## config.mk

```make
export PLATFORM = sky130hd
export DESIGN_NAME = irq_stat_ctrl
export DESIGN_NICKNAME = d
export VERILOG_FILES = /design/src/rtl/irq_stat_pkg.sv /design/src/rtl/irq_line_edges.sv /design/src/rtl/irq_stat_bank.sv /design/src/rtl/irq_stat_summary.sv /design/src/rtl/irq_tx_lockout.sv /design/src/rtl/irq_stat_ctrl.sv
export SDC_FILE = /design/constraint.sdc
export NUM_CORES = 1
export LEC_CHECK = 0
export BUFFER_PORTS_ARGS = -buffer_cell sky130_fd_sc_hd__buf_2
export CAP_MARGIN = 20
export CORE_MARGIN = 10
export CORE_UTILIZATION = 38
export DETAILED_ROUTE_END_ITERATION = 7
export MAX_ROUTING_LAYER = met4
export PLACE_DENSITY_LB_ADDON = 0.12
export SLEW_MARGIN = 20
export SYNTH_ARGS = -nofsm -noshare
export SYNTH_HDL_FRONTEND = slang
export SYNTH_SLANG_ARGS = --single-unit
```

## constraint.sdc

```tcl
create_clock -name clk -period 1.1 [get_ports clk]
set_input_delay 0.165 -clock clk [delete_from_list [all_inputs] [get_ports clk]]
set_output_delay 0.165 -clock clk [all_outputs]
set_load 0.05 [all_outputs]
```

## src/rtl/irq_stat_pkg.sv

```systemverilog
package irq_stat_pkg;
   // fixed bit positions of the status register
   localparam int BIT_UND   = 0;
   localparam int BIT_MFB   = 1;
   localparam int BIT_LCHG  = 2;
   localparam int BIT_PRDY  = 3;
   localparam int BIT_FREC  = 4;
   localparam int BIT_AUX0  = 5;
   localparam int FIXED_BITS = 5;

   typedef struct packed {
      logic open_q;
      logic short_q;
      logic lof_q;
      logic sim_q;
   } line_hist_t;
endpackage

```

## src/rtl/irq_line_edges.sv

```systemverilog
module irq_line_edges
   import irq_stat_pkg::*;
(
   input  logic clk,
   input  logic rst_n,
   input  logic open_i,
   input  logic short_i,
   input  logic lof_i,
   input  logic sim_i,
   output logic lchg_o,
   output logic frec_o
);
   line_hist_t hist_q;

   always_ff @(posedge clk or negedge rst_n) begin
      if (!rst_n) begin
         hist_q <= '0;
      end else begin
         hist_q.open_q  <= open_i;
         hist_q.short_q <= short_i;
         hist_q.lof_q   <= lof_i;
         hist_q.sim_q   <= sim_i;
      end
   end

   logic open_rise, short_chg, lof_fall, sim_end_sync;

   assign open_rise    = open_i & ~hist_q.open_q;
   assign short_chg    = short_i ^ hist_q.short_q;
   assign lof_fall     = ~lof_i & hist_q.lof_q;
   assign sim_end_sync = ~sim_i & hist_q.sim_q & ~lof_i;

   assign lchg_o = open_rise | short_chg;
   assign frec_o = lof_fall | sim_end_sync;
endmodule

```

## src/rtl/irq_stat_bank.sv

```systemverilog
module irq_stat_bank #(
   parameter int W = 8
) (
   input  logic         clk,
   input  logic         rst_n,
   input  logic [W-1:0] set_i,
   input  logic [W-1:0] mask_i,
   input  logic         vis_i,
   input  logic         clr_i,
   output logic [W-1:0] stat_o
);
   for (genvar k = 0; k < W; k++) begin : g_bit
      logic q;
      logic accept;

      // a masked cause is recorded only in visibility mode
      assign accept = set_i[k] & (vis_i | ~mask_i[k]);

      always_ff @(posedge clk or negedge rst_n) begin
         if (!rst_n) q <= 1'b0;
         else        q <= (q & ~clr_i) | accept;
      end

      assign stat_o[k] = q;
   end
endmodule

```

## src/rtl/irq_stat_summary.sv

```systemverilog
module irq_stat_summary #(
   parameter int W       = 8,
   parameter bit ACT_LOW = 1'b0
) (
   input  logic         clk,
   input  logic         rst_n,
   input  logic [W-1:0] stat_i,
   input  logic [W-1:0] mask_i,
   output logic         gsum_o,
   output logic         irq_o
);
   logic pend_q;
   logic [W-1:0] live;

   assign live = stat_i & ~mask_i;

   always_ff @(posedge clk or negedge rst_n) begin
      if (!rst_n) pend_q <= 1'b0;
      else        pend_q <= |live;
   end

   assign gsum_o = pend_q;

   if (ACT_LOW) begin : g_pin_low
      assign irq_o = ~pend_q;
   end else begin : g_pin_high
      assign irq_o = pend_q;
   end
endmodule

```

## src/rtl/irq_tx_lockout.sv

```systemverilog
module irq_tx_lockout #(
   parameter bit EN = 1'b1
) (
   input  logic clk,
   input  logic rst_n,
   input  logic und_i,
   input  logic clr_i,
   output logic lock_o
);
   if (EN) begin : g_lock
      logic lock_q;
      always_ff @(posedge clk or negedge rst_n) begin
         if (!rst_n) lock_q <= 1'b0;
         else        lock_q <= und_i | (lock_q & ~clr_i);
      end
      assign lock_o = lock_q;
   end else begin : g_nolock
      assign lock_o = 1'b0;
   end
endmodule

```

## src/rtl/irq_stat_ctrl.sv

```systemverilog
module irq_stat_ctrl
   import irq_stat_pkg::*;
#(
   parameter int STAT_W      = 8,
   parameter bit IRQ_ACT_LOW = 1'b0,
   parameter bit LOCK_EN     = 1'b1
) (
   input  logic                          clk,
   input  logic                          rst_n,
   input  logic                          ev_txund_i,
   input  logic                          ev_txmf_i,
   input  logic                          ev_tprdy_i,
   input  logic [STAT_W-FIXED_BITS-1:0]  ev_aux_i,
   input  logic                          txline_open_i,
   input  logic                          txline_short_i,
   input  logic                          lof_i,
   input  logic                          almsim_i,
   input  logic [STAT_W-1:0]             mask_i,
   input  logic                          vis_i,
   input  logic                          rd_stb_i,
   output logic [STAT_W-1:0]             rd_data_o,
   output logic                          irq_o,
   output logic                          gsum_o,
   output logic                          tx_lock_o
);
   localparam int AUX_W = STAT_W - FIXED_BITS;

   if (STAT_W < FIXED_BITS + 1) begin : g_chk_width
      $error("irq_stat_ctrl: STAT_W must be at least %0d", FIXED_BITS + 1);
   end
   if (STAT_W > 32) begin : g_chk_max
      $error("irq_stat_ctrl: STAT_W above 32 is not supported");
   end

   logic lchg_set, frec_set;
   logic [STAT_W-1:0] set_vec;
   logic [STAT_W-1:0] stat;

   irq_line_edges u_edges (
      .clk     (clk),
      .rst_n   (rst_n),
      .open_i  (txline_open_i),
      .short_i (txline_short_i),
      .lof_i   (lof_i),
      .sim_i   (almsim_i),
      .lchg_o  (lchg_set),
      .frec_o  (frec_set)
   );

   assign set_vec[BIT_UND]  = ev_txund_i;
   assign set_vec[BIT_MFB]  = ev_txmf_i;
   assign set_vec[BIT_LCHG] = lchg_set;
   assign set_vec[BIT_PRDY] = ev_tprdy_i;
   assign set_vec[BIT_FREC] = frec_set;
   for (genvar a = 0; a < AUX_W; a++) begin : g_aux
      assign set_vec[BIT_AUX0 + a] = ev_aux_i[a];
   end

   irq_stat_bank #(.W(STAT_W)) u_bank (
      .clk    (clk),
      .rst_n  (rst_n),
      .set_i  (set_vec),
      .mask_i (mask_i),
      .vis_i  (vis_i),
      .clr_i  (rd_stb_i),
      .stat_o (stat)
   );

   irq_stat_summary #(.W(STAT_W), .ACT_LOW(IRQ_ACT_LOW)) u_sum (
      .clk    (clk),
      .rst_n  (rst_n),
      .stat_i (stat),
      .mask_i (mask_i),
      .gsum_o (gsum_o),
      .irq_o  (irq_o)
   );

   irq_tx_lockout #(.EN(LOCK_EN)) u_lock (
      .clk    (clk),
      .rst_n  (rst_n),
      .und_i  (ev_txund_i),
      .clr_i  (rd_stb_i),
      .lock_o (tx_lock_o)
   );

   assign rd_data_o = stat;
endmodule

```

## After elaboration in Yosys (flattened, before gate mapping)

Index checks and enable logic that the tools add are counted.

- Reductions and logical operators: 1
- Bitwise logic cells: 55

Operators by type and width:

| operator | count |
|---|---|
| $and 1x1->1 | 21 |
| $or 1x1->1 | 19 |
| $not 1->1 | 12 |
| $and 8x8->8 | 1 |
| $not 8->8 | 1 |
| $reduce_or 8->1 | 1 |
| $xor 1x1->1 | 1 |

- Bits in registers: 14
- Output and inout bits: 11

## Logic depth before layout (Yosys ltp)

Gate-level depths: netlist of run 1.

- Word-level depth: 6
- Gate-level depth with buffers: 3

## Hierarchy

Synthesis of run 1 repeated with hierarchy kept, for this count alone.

- Cells, all modules: 61
- Area total of the unflattened synthesis: 651.9 µm²

By module, submodules not included:

| module | area each (µm²) | instances | cells each |
|---|---|---|---|
| irq_stat_bank | 384.1 | 1 | 33 |
| irq_line_edges | 136.4 | 1 | 10 |
| irq_stat_summary | 95.1 | 1 | 15 |
| irq_tx_lockout | 36.3 | 1 | 3 |

## Worst setup path after synthesis of run 1

Ideal clock, no wire load.

- Path type: reg2reg
- Start point: reg u_bank.g_bit[6].q
- End point: reg u_sum.pend_q (netlist: u_sum.gsum_o)
- Arrival time: 0.970 ns
- Period minus slack after synthesis: 1.109 ns
- Required time: 0.961 ns
- Setup slack: -0.009 ns
- Library setup time: 0.139 ns
- Cell stages (with the launch flop): 4
- Buffers on the path: 0
- Path through: dfrtp_1 -> inv_2 -> o22ai_1 -> or4_1

- Word-level cells in the longest chain between the ends: 2

RTL lines:

| item | RTL line | text |
|---|---|---|
| start, declared | irq_stat_bank.sv:13 | `logic q;` |
| start signal, assigned | irq_stat_bank.sv:21 | `else q <= (q & ~clr_i) \| accept;` |
| $and 8x8->8 | irq_stat_summary.sv:15 | `assign live = stat_i & ~mask_i;` |
| $reduce_or 8->1 | irq_stat_summary.sv:19 | `else pend_q <= \|live;` |
| end signal, assigned | irq_stat_summary.sv:19 |  |
| end, declared | irq_stat_summary.sv:12 | `logic pend_q;` |

No other way between the ends.

## Worst setup path in the final report of run 1

- Start point: reg u_bank.g_bit[4].q
- End point: reg u_sum.pend_q (netlist: u_sum.gsum_o)

- Word-level cells in the longest chain between the ends: 2

RTL lines:

| item | RTL line |
|---|---|
| start, declared | irq_stat_bank.sv:13 |
| start signal, assigned | irq_stat_bank.sv:21 |
| $and 8x8->8 | irq_stat_summary.sv:15 |
| $reduce_or 8->1 | irq_stat_summary.sv:19 |

No other way between the ends.

==> key figures, run 1 <==
Global routing
  • Total grt overflow: 0
  • Vias in the first global route: 532
  • Initial antenna violation count: 0
  • Busiest grt layer: met2
  • Gr usage total: under 10%
  • Grt met1 use: about a tenth
  • Met2 GRT Util: between 10% and 20%
  • Largest net degree at the start of global routing: 15
  • Met3 Use GR: between 5 and 6%
  • Global-route wire length before repair: 2.45 mm

Cells and area
  • Sequential cell area: 350 µm²
  • Fill cell count: 157
  • Layout cells sized above 1: roughly 42%
  • Fin nets: about 120
  • Multi-input combinational cell area: ~150 µm²
  • Final core utilization: 53.1%
  • Area Overhead vs Synth: 30.3%
  • Final Cell Area: between 800 and 900 µm²
  • Diodes inserted: 0

Placement
  • Post-DP HPWL: 1.24 mm
  • Port Buf Inserts: 32
  • Gpl congestion: ~0.74
  • Placement Cell Area: around 740 µm²

Floorplan
  • Core ar.: about 0.0015 mm²
  • Die footprint: roughly 0.0037 mm²
  • Initial Utilization: approximately 41%
  • # rows: 14
  • Die Wd: 60.7 µm
  • Num ports: 33
  • Die H: about 60 µm

Logic synthesis
  • Post-synthesis sequential element count: 14
  • Synth area leader: dfrtp_1
  • Yosys cell types: 12
  • Post-Synthesis Cells: 65
  • Synth area leaders: dfrtp_1 (56%), buf_4 (11%), o21ai_0 (10%)
  • Syn Area/Cell: 9.66 µm²
  • Post-synth top area share: approximately 56%
  • Post-Syn Nets: 87
  • Seq/Total Area, Yosys: 55.8%
  • Mapped Area: 628 µm²
  • Ys Warns: 0

CTS
  • Worst-skew pair later-pin latency: 0.27 ns
  • CTS tree: built
  • H-tree depth: 1
  • Post CTS Setup Buffer Count: 0
  • Reg clk slew, reported paths: about 0.080 ns
  • Num CTS Buffers: 3
  • Maximum clock path buffer count: 2
  • Clk sink count: 14
  • CTS Root Cell: clkbuf_4

Power
  • Maximum vdd drop: approximately 780 µV
  • Pwr Total: 1.17 mW
  • Pwr Density: between 1000 and 1500 mW/mm²
  • Leakage: about 0.44 nW

STA
  • Final clock period utilization by the worst path: 106%
  • # setup viols final: 1
  • Final worst slack: -0.0690 ns
  • Tmin final: 1.17 ns
  • F_max: 855 MHz
  • Slew @ Worst Pin: about 0.3 ns
  • Max Clock Skew: around 0.0036 ns
  • RSZ-0062 raised after global routing: true
  • Hold_ws: between 0.015 and 0.02 ns
  • Max-slew violation count: 0
  • Slew margin rel.: 79.5%
  • Final hold violation count: 0

Setup path
  • CP Launch Type: register
  • FF-to-FF End: u_sum.gsum_o
  • CP arrival: between 1 and 1.5 ns
  • Register-to-Register Path Depth: 3
  • Crit Reg-Reg Startpoint: u_bank.g_bit[4].q
  • Setup CP Type: reg -> reg
  • CP Capture Type: register
  • Max FO, Critical Path: 2
  • CP Capture Point: u_sum.gsum_o
  • R2R Setup Slk: -0.07 ns
  • Worst Setup SP: u_bank.g_bit[4].q
  • CP Data Required Time: 1.24 ns

Route
  • Via Count: around 500
  • Drt first-iter violations: 0
  • DR DRC count: 0
  • Total iterations of the first detailed-routing run: 1
  • Routed Antenna Nets: 0
  • Detailed Route WL: approximately 1.5 mm
  • Via-per-instance ratio: roughly 4.6
  • Drt wl/cell: 13.7 µm

Hold path
  • Worst Hold Class: in -> reg

Status
  • Failing checks: negative setup slack
  • Run status: finished, violations left

Flow run
  • # Max-Cap Violations: 0
## worst min-delay path by stage
stage / start / end / cells after the start / slack [ns]
after floorplan: rst_n / u_bank.g_bit[0].q / 0 / -0.13
after global placement: rst_n / u_bank.g_bit[0].q / 1 / 0.08
after detailed placement: rst_n / u_bank.g_bit[0].q / 1 / 0.08
after CTS: almsim_i / u_edges.hist_q[0] / 1 / 0.0009
after global routing: txline_short_i / u_edges.hist_q[2] / 1 / 0.01
final: txline_short_i / u_edges.hist_q[2] / 1 / 0.02
## cell usage after synthesis
library cell / instances
dfrtp_1: 14
nor2b_1: 2
o22ai_1: 5
o32ai_1: 1
inv_1: 16
a21oi_1: 1
buf_4: 9
xor2_1: 1
a21o_1: 1
or4_1: 1
inv_2: 1
o21ai_0: 13
## cells by family (layout without fill, tap and decap cells)
kind of cell / count (synthesis) / count (layout) / share of synthesized area, %
AO/OA/AOI/OAI: 21 / 21 / 18.7
XOR/XNOR: 1 / 1 / 1.39
buffers and inverters: 26 / 56 / 20.9
flip-flops: 14 / 14 / 55.8
AND/OR/NAND/NOR: 3 / 3 / 3.19
## layout make-up
class	count	share of cell area, %
clock buffer	3	2.75
sequential	14	42.8
inverter	17	7.80
multi-input combinational	25	17.9
timing repair buffer	36	26.3
tap	16	2.45
## routing by layer
metal	wire length (µm)	share of wire, %	vias up
met5	0	0	-
met3	141	9.3	2
met2	741	49	19
li1	-	-	260
met4	9	0.59	0
met1	629	41	231
## per-stage QoR
| step | TNS [ns] | cells | setup slack, ns |
|---|---|---|---|
| after CTS | -0.0826 | 109 | -0.0826 |
| after global placement | -0.0314 | 104 | -0.0314 |
| final | -0.0690 | 111 | -0.0690 |
| after floorplan | -0.00172 | 65 | -0.00172 |
| after global routing | -0.138 | 111 | -0.112 |
| after detailed placement | -0.0707 | 104 | -0.0707 |
## sequential cells by signal, indices dropped and copies added (netlist names)
register	count
u_bank.g_bit.q	8
u_edges.hist_q	4
u_lock.lock_o	1
u_sum.gsum_o	1
## where the power goes
group,total [mW],switching [mW],internal (mW)
Clock,0.276,0.150,0.127
Combinational,0.319,0.216,0.103
Sequential,0.577,0.0215,0.555
Total,1.17,0.387,0.785
## worst max-delay path, cell delays in order, from the launching register on
cell and delay [ns]:
dfrtp_1 0.39, inv_2 0.06, o22ai_1 0.07, or4_1 0.52
## cell usage in the layout (no fill, tap or decap), drive strengths merged, types with 2 or more instances in the layout
cell type,n
clkbuf,8
o22ai,5
dlygate4sd3,4
buf,27
nor2b,2
o21ai,13
inv,17
dfrtp,14
## what timing repair did
| item | in CTS | in global routing |
|---|---|---|
| setup endpoints to repair | 1 | 5 |
| hold buffers | 2 | 2 |
| endpoints found under the hold margin | 15 | 2 |
| pin swaps | 0 | 2 |
| gates resized for setup | 0 | 11 |
Note: power is estimated with default switching activity, not from simulation.
==> inputs of run 2 (changes only) <==
--- a/config.mk
+++ b/config.mk
@@ -7,8 +7,11 @@
 export LEC_CHECK = 0
 export BUFFER_PORTS_ARGS = -buffer_cell sky130_fd_sc_hd__buf_2
 export CAP_MARGIN = 20
+export CELL_PAD_IN_SITES_DETAIL_PLACEMENT = 1
+export CELL_PAD_IN_SITES_GLOBAL_PLACEMENT = 2
+export CORE_ASPECT_RATIO = 0.5
 export CORE_MARGIN = 10
-export CORE_UTILIZATION = 38
+export CORE_UTILIZATION = 21
 export DETAILED_ROUTE_END_ITERATION = 7
 export MAX_ROUTING_LAYER = met4
 export PLACE_DENSITY_LB_ADDON = 0.12
==> key figures, run 2 (same netlist as run 1, synthesis figures left out) <==
Setup path
  • Critical-path top delay cell: or4_1
  • Worst Setup SP: u_bank.g_bit[7].q
  • CP Data Required Time: 1.21 ns (-0.03 ns)
  • Crit Reg-Reg Startpoint: u_bank.g_bit[7].q
  • Max FO, Critical Path: 2 (unchanged)
  • Family with the most delay on the worst path: simple AND/OR/NAND/NOR gates
  • Worst path max stage delay: 0.50 ns (-0.02 ns)
  • CP Launch Type: register
  • CP Capture Point: u_sum.gsum_o
  • CP Capture Type: register
  • Register-to-Register Path Depth: 3 (unchanged)
  • WP buf/inv: 1 (unchanged)
  • CP arrival: 1.26 ns (-0.05 ns)
  • Worst path depth: 3 (unchanged)
  • Worst path cell trace: inv_1, o22ai_2, or4_1
  • FF-to-FF End: u_sum.gsum_o
  • R2R Setup Slk: -0.05 ns (+0.02 ns)
  • Setup CP Type: reg -> reg

CTS
  • CTS Root Cell: clkbuf_8
  • Worst-skew pair later-pin latency: 0.24 ns (-0.03 ns)
  • Reg clk slew, reported paths: 0.06 ns (-0.02 ns)
  • H-tree depth: 1 (unchanged)
  • Maximum clock path buffer count: 2 (unchanged)
  • CTS tree: built
  • Clk sink count: 14 (unchanged)
  • Post CTS Setup Buffer Count: 0 (unchanged)
  • Num CTS Buffers: 3 (unchanged)

Floorplan
  • Initial Utilization: 23.1% (-18 points)
  • Die footprint: 0.00571 mm² (+55%)
  • Die Wd: 97.3 µm (+60%)
  • # rows: 13 (-1)
  • Num ports: 33 (unchanged)
  • Die H: 58.7 µm (-3.3%)
  • Core ar.: 0.00272 mm² (+76%)

Placement
  • Cell total after placement: 129 (+24%)
  • Gpl congestion: 0.710 (-3.8%)
  • Worst slack at placement: -0.0602 ns (+0.0104 ns)
  • Placement Cell Area: 797 µm² (+7.6%)
  • Post-DP HPWL: 1.56 mm (+25%)
  • Port Buf Inserts: 32 (unchanged)

Cells and area
  • Final Non-Filler Cells: 133 (+20%)
  • Commonest non-fill, non-tap cell in the layout: buf_2
  • Fin nets: 120 (+0.84%)
  • Diodes inserted: 0 (unchanged)
  • Max FFs per register: 8 (unchanged)
  • Regs by FF count: u_bank.g_bit.q: 8 flops, u_edges.hist_q: 4 flops
  • Final Cell Area: 880 µm² (+7.5%)
  • Layout cells sized above 1: 46.9% (+4.8 points)
  • Final core utilization: 32.4% (-21 points)
  • Fill cell count: 325 (+110%)
  • Largest Register: u_bank.g_bit.q
  • Area Overhead vs Synth: 40.0%
  • Most frequent cells in the layout: buf_2 (29), dfrtp_1 (14), inv_1 (13), o21ai_0 (13)

Power
  • Leakage: 0.465 nW (+4.6%)
  • Sw Ratio: 31.5% (-1.5 points)
  • Maximum vdd drop: 559 µV (-28%)
  • Logic pwr share: 26.0% (-1.2 points)
  • Sw power: 0.421 mW (+8.9%)
  • Clock power frac: 30.8% (+7.2 points)
  • Pwr Density: 1520 mW/mm² (+6.2%)
  • Sequential power share: 43.1% (-6.1 points)
  • Internal power: 0.917 mW (+17%)
  • Pwr Total: 1.34 mW (+14%)

Route
  • Drt first-iter violations: 10 (+10)
  • Drt wl/cell: 14.0 µm (+1.8%)
  • Routed Antenna Nets: 0 (unchanged)
  • Via-per-instance ratio: 4.02 (-13%)
  • Detailed Route WL: 1.86 mm (+22%)
  • DR DRC count: 0 (unchanged)
  • Via Count: 535 (+4.5%)
  • Total iterations of the first detailed-routing run: 3 (+2)

STA
  • Post-route setup TNS: -0.0486 ns (+0.0203 ns)
  • Final worst slack: -0.0486 ns (+0.0203 ns)
  • # setup viols final: 1 (unchanged)
  • F_max: 871 MHz (+1.8%)
  • Hold_ws: 0.0405 ns (+0.0230 ns)
  • Final clock period utilization by the worst path: 104% (-1.8 points)
  • Max-slew violation count: 0 (unchanged)
  • Max Clock Skew: 0.00261 ns (-0.000952 ns)
  • Slew @ Worst Pin: 0.349 ns (+0.0408 ns)
  • Tmin final: 1.15 ns (-0.0203 ns)
  • Final hold violation count: 0 (unchanged)
  • Slew margin rel.: 76.7% (-2.7 points)
  • RSZ-0062 raised after global routing: true

Global routing
  • Met3 Use GR: 3.26% (-1.8 points)
  • Largest net degree at the start of global routing: 15 (unchanged)
  • Met2 GRT Util: 12.5% (-2.2 points)
  • Initial antenna violation count: 0 (unchanged)
  • Total grt overflow: 0 (unchanged)
  • Busiest grt layer: met2
  • Gr usage total: 6.68% (-2.4 points)
  • Grt met1 use: 6.51% (-2.9 points)
  • Vias in the first global route: 627 (+18%)
  • Global-route wire length before repair: 2.95 mm (+21%)

Status
  • Run status: finished, violations left
  • Failing checks: negative setup slack

Flow run
  • # Max-Cap Violations: 0 (unchanged)

Hold path
  • Min-delay src: lof_i
  • Worst Hold Class: in -> reg
==> run 2: area by class of cell <==
class / instances / area [µm²] / share of cell area, %
flip-flops and latches: 14 / 350 / 39.8
repair buffers: 37 / 219 / 24.9
multi-input cells: 25 / 159 / 18.1
inverters: 17 / 63.8 / 7.25
well taps: 37 / 46.3 / 5.26
clock buffers: 3 / 41.3 / 4.69
==> run 2: power by group through the flow <==
stage                     Sequential [mW]  Clock, mW  Combinational (mW)
after floorplan                     0.599          0               0.220
after global placement              0.582          0               0.322
after detailed placement            0.586          0               0.329
after CTS                           0.578      0.433               0.346
after global routing                0.583      0.453               0.382
final                               0.577      0.413               0.349
==> run 2: repair_timing <==
item / in CTS / in global routing
setup endpoints to repair: 4 / 3
resized for setup: 7 / 4
pin swaps: 3 / 0
hold buffers: 1 / 0
endpoints found under the hold margin: 14 / 0
==> run 2: worst min path at each step <==
stage	to	slack [ns]	cells after the start
2_1_floorplan	u_bank.g_bit[0].q	-0.13	0
3_3_place_gp	u_lock.lock_o	0.08	1
3_5_place_dp	u_lock.lock_o	0.09	1
4_1_cts	u_edges.hist_q[1]	0.04	1
5_1_grt	u_edges.hist_q[1]	0.04	1
6_report	u_edges.hist_q[1]	0.04	1
==> run 2: worst register-to-register path, stage by stage, from the launching register on <==
cell and delay [ns]:
dfrtp_1 0.37, inv_1 0.08, o22ai_2 0.06, or4_1 0.50
==> run 2: routing by layer <==
layer / vias up / part of all wire (%)
li1: 262 / -
met1: 263 / 40
met2: 10 / 55
met3: 0 / 4.6
met4: 0 / 0
met5: - / 0
==> inputs of run 3 (changes only) <==
--- a/config.mk
+++ b/config.mk
@@ -5,6 +5,7 @@
 export SDC_FILE = /design/constraint.sdc
 export NUM_CORES = 1
 export LEC_CHECK = 0
+export ABC_AREA = 1
 export BUFFER_PORTS_ARGS = -buffer_cell sky130_fd_sc_hd__buf_2
 export CAP_MARGIN = 20
 export CELL_PAD_IN_SITES_DETAIL_PLACEMENT = 1
==> key figures, run 3 <==
Route
  • Drt first-iter violations: 9 (-1)
  • Detailed Route WL: 1.99 mm (+7.0%)
  • Total iterations of the first detailed-routing run: 3 (unchanged)
  • DR DRC count: 0 (unchanged)
  • Via-per-instance ratio: 3.95 (-1.9%)
  • Routed Antenna Nets: 0 (unchanged)
  • Via Count: 592 (+11%)
  • Drt wl/cell: 13.2 µm (-5.1%)

Placement
  • Gpl congestion: 0.667 (-6.1%)
  • Post-DP HPWL: 1.68 mm (+8.1%)
  • Worst slack at placement: 0.277 ns (+0.337 ns)
  • Port Buf Inserts: 32 (unchanged)
  • Placement Cell Area: 808 µm² (+1.4%)
  • Cell total after placement: 146 (+13%)

CTS
  • Post CTS Setup Buffer Count: 0 (unchanged)
  • Clk sink count: 14 (unchanged)
  • Maximum clock path buffer count: 2 (unchanged)
  • Reg clk slew, reported paths: 0.06 ns (about the same)
  • Worst-skew pair later-pin latency: 0.24 ns (about the same)
  • Num CTS Buffers: 3 (unchanged)
  • Post-CTS sizing: 0 (-7)
  • Number of hold buffers added after cts: 1 (unchanged)
  • H-tree depth: 1 (unchanged)
  • CTS tree: built
  • CTS Root Cell: clkbuf_8

Cells and area
  • Max FFs per register: 8 (unchanged)
  • Final core utilization: 28.5% (-3.9 points)
  • Area Overhead vs Synth: 29.1%
  • Layout cells sized above 1: 34.5% (-12 points)
  • Final Non-Filler Cells: 150 (+13%)
  • Fin nets: 134 (+12%)
  • Most frequent cells in the layout: nand2_1 (33), buf_2 (32), dfrtp_1 (14), inv_1 (12), o21ai_0 (7)
  • Regs by FF count: u_bank.g_bit.q: 8 flops, u_edges.hist_q: 4 flops
  • Fill cell count: 393 (+21%)
  • Diodes inserted: 0 (unchanged)
  • Sequential cell area: 350 µm² (unchanged)
  • Final Cell Area: 860 µm² (-2.3%)
  • Multi-input combinational cell area: 195 µm² (+23%)
  • Largest Register: u_bank.g_bit.q
  • Commonest non-fill, non-tap cell in the layout: nand2_1

Global routing
  • Global-route wire length before repair: 3.15 mm (+6.5%)
  • Total grt overflow: 0 (unchanged)
  • Vias in the first global route: 687 (+9.6%)
  • Initial antenna violation count: 0 (unchanged)
  • Largest net degree at the start of global routing: 15 (unchanged)
  • Gr usage total: 7.08% (+0.40 points)

Setup path
  • Setup CP Type: reg -> out
  • Family with the most delay on the worst path: flip-flops
  • CP Data Required Time: 0.94 ns (-0.27 ns)
  • CP Launch Type: register
  • FF-to-FF End: u_sum.gsum_o
  • WP buf/inv: 1 (unchanged)
  • Critical-path top delay cell: dfrtp_1
  • Crit Reg-Reg Startpoint: u_bank.g_bit[5].q
  • CP Capture Type: primary output
  • Worst path max stage delay: 0.37 ns (-0.13 ns)
  • CP arrival: 0.89 ns (-0.37 ns)
  • Worst path cell trace: buf_2
  • Register-to-Register Path Depth: 4 (+1)
  • R2R Setup Slk: 0.29 ns (+0.34 ns)
  • Max FO, Critical Path: 3 (+1)

Logic synthesis
  • Mapped Area: 666 µm² (+6.0%)
  • Synth Area in Simple Gates: 20.5% (+17 points)
  • Yosys cell types: 11 (-1)
  • Post-synthesis sequential element count: 14 (unchanged)
  • Combinational family with the most area after synthesis: simple AND/OR/NAND/NOR gates
  • Synth area leaders: dfrtp_1 (53%), nand2_1 (19%), buf_4 (10%)
  • Synth area leader: dfrtp_1
  • Synth cell count leaders: nand2_1 (33), dfrtp_1 (14), inv_1 (12)
  • Post-Synthesis Cells: 83 (+28%)
  • Synth Area in Compound Gates: 8.83% (-9.9 points)
  • Post-Synth XOR/XNOR Area: 0% (-1.4 points)
  • Seq/Total Area, Yosys: 52.6% (-3.1 points)
  • Post-synthesis adder-cell area fraction: 0% (unchanged)
  • Post-Syn Nets: 105 (+21%)
  • Most common cell in the netlist: nand2_1
  • Async set or reset register ratio after synthesis: 100% (unchanged)
  • Post-synth EDFFs: 0 (unchanged)
  • Syn Area/Cell: 8.02 µm² (-17%)
  • Ys Warns: 0 (unchanged)
  • Post-synthesis mux area share: 0% (unchanged)
  • Post-synth top area share: 52.6% (-3.1 points)
  • Synth Flop Type: dfrtp_1

Flow run
  • # Max-Cap Violations: 0 (unchanged)

STA
  • Final clock period utilization by the worst path: 95.6% (-8.9 points)
  • Final worst slack: 0.0489 ns (+0.0975 ns)
  • Slew margin rel.: 78.4% (+1.6 points)
  • # setup viols final: 0 (-1)
  • Hold_ws: 0.0421 ns (+0.00157 ns)
  • Max-slew violation count: 0 (unchanged)
  • Max Clock Skew: 0.00110 ns (-0.00151 ns)
  • Tmin final: 1.05 ns (-0.0975 ns)
  • Post-route setup TNS: 0 ns (+0.0486 ns)
  • Slew @ Worst Pin: 0.325 ns (-0.0242 ns)
  • Final hold violation count: 0 (unchanged)
  • RSZ-0062 raised after global routing: false
  • F_max: 951 MHz (+9.3%)

Floorplan
  • Core ar.: 0.00301 mm² (+11%)
  • Die Wd: 99.6 µm (+2.3%)
  • Num ports: 33 (unchanged)
  • Die footprint: 0.00596 mm² (+4.3%)
  • Die H: 59.8 µm (+1.9%)
  • Initial Utilization: 22.1% (-1.0 points)
  • # rows: 14 (+1)

Hold path
  • Hold Crit Depth: 1 (unchanged)
  • Hold EP: u_edges.hist_q[3]
  • Worst Hold Class: in -> reg
  • Min-delay src: txline_open_i

Power
  • Pwr Total: 1.31 mW (-2.3%)
  • Leakage: 0.495 nW (+6.4%)
  • Maximum vdd drop: 610 µV (+9.2%)
  • Pwr Density: 1520 mW/mm² (about the same)

Status
  • Run status: complete, no violations
## run 3: cell count changes in the layout (fill, tap and decap cells not counted), sizes merged, moves of 3 or more
cell,delta
nand2,+33
o21ai,-6
o22ai,-5
buf,-4
inv,-3
## run 3: logic make-up (layout without fill, tap and decap cells)
group,Yosys count,after routing
AND/OR/NAND/NOR,36,36
buffers and inverters,23,50
flip-flops,14,14
AO/OA/AOI/OAI,10,10
## run 3: power by group
| group | switching (mW) | total [mW] | internal (mW) |
|---|---|---|---|
| Sequential | 0.0251 | 0.582 | 0.557 |
| Clock | 0.169 | 0.411 | 0.242 |
| Combinational | 0.228 | 0.315 | 0.0868 |
## run 3: routing by layer
metal,share of wire (%),GRT usage (%),wire length [µm]
met1,43,6.96,847
met2,51,12.7,1010
met3,6.2,3.57,123
met4,0.20,1.22,4
met5,0,-,0
## run 3: how the worst max path moves through the flow
stage	from	to	slack, ns	cells after the start
final	u_bank.g_bit[7].q	rd_data_o[7]	0.05	1
after global routing	u_bank.g_bit[7].q	rd_data_o[7]	0.003	1
after CTS	u_bank.g_bit[7].q	rd_data_o[7]	0.04	1
after detailed placement	u_bank.g_bit[7].q	u_sum.gsum_o	0.28	4
after global placement	u_bank.g_bit[5].q	u_sum.gsum_o	0.30	4
after floorplan	u_sum.gsum_o	irq_o	0.05	1
## run 3: cell type report
type / count / share of cell area [%]
multi-input combinational: 46 / 22.7
tap: 40 / 5.82
sequential: 14 / 40.8
inverter: 14 / 6.11
clock buffer: 3 / 4.80
timing repair buffer: 33 / 19.8
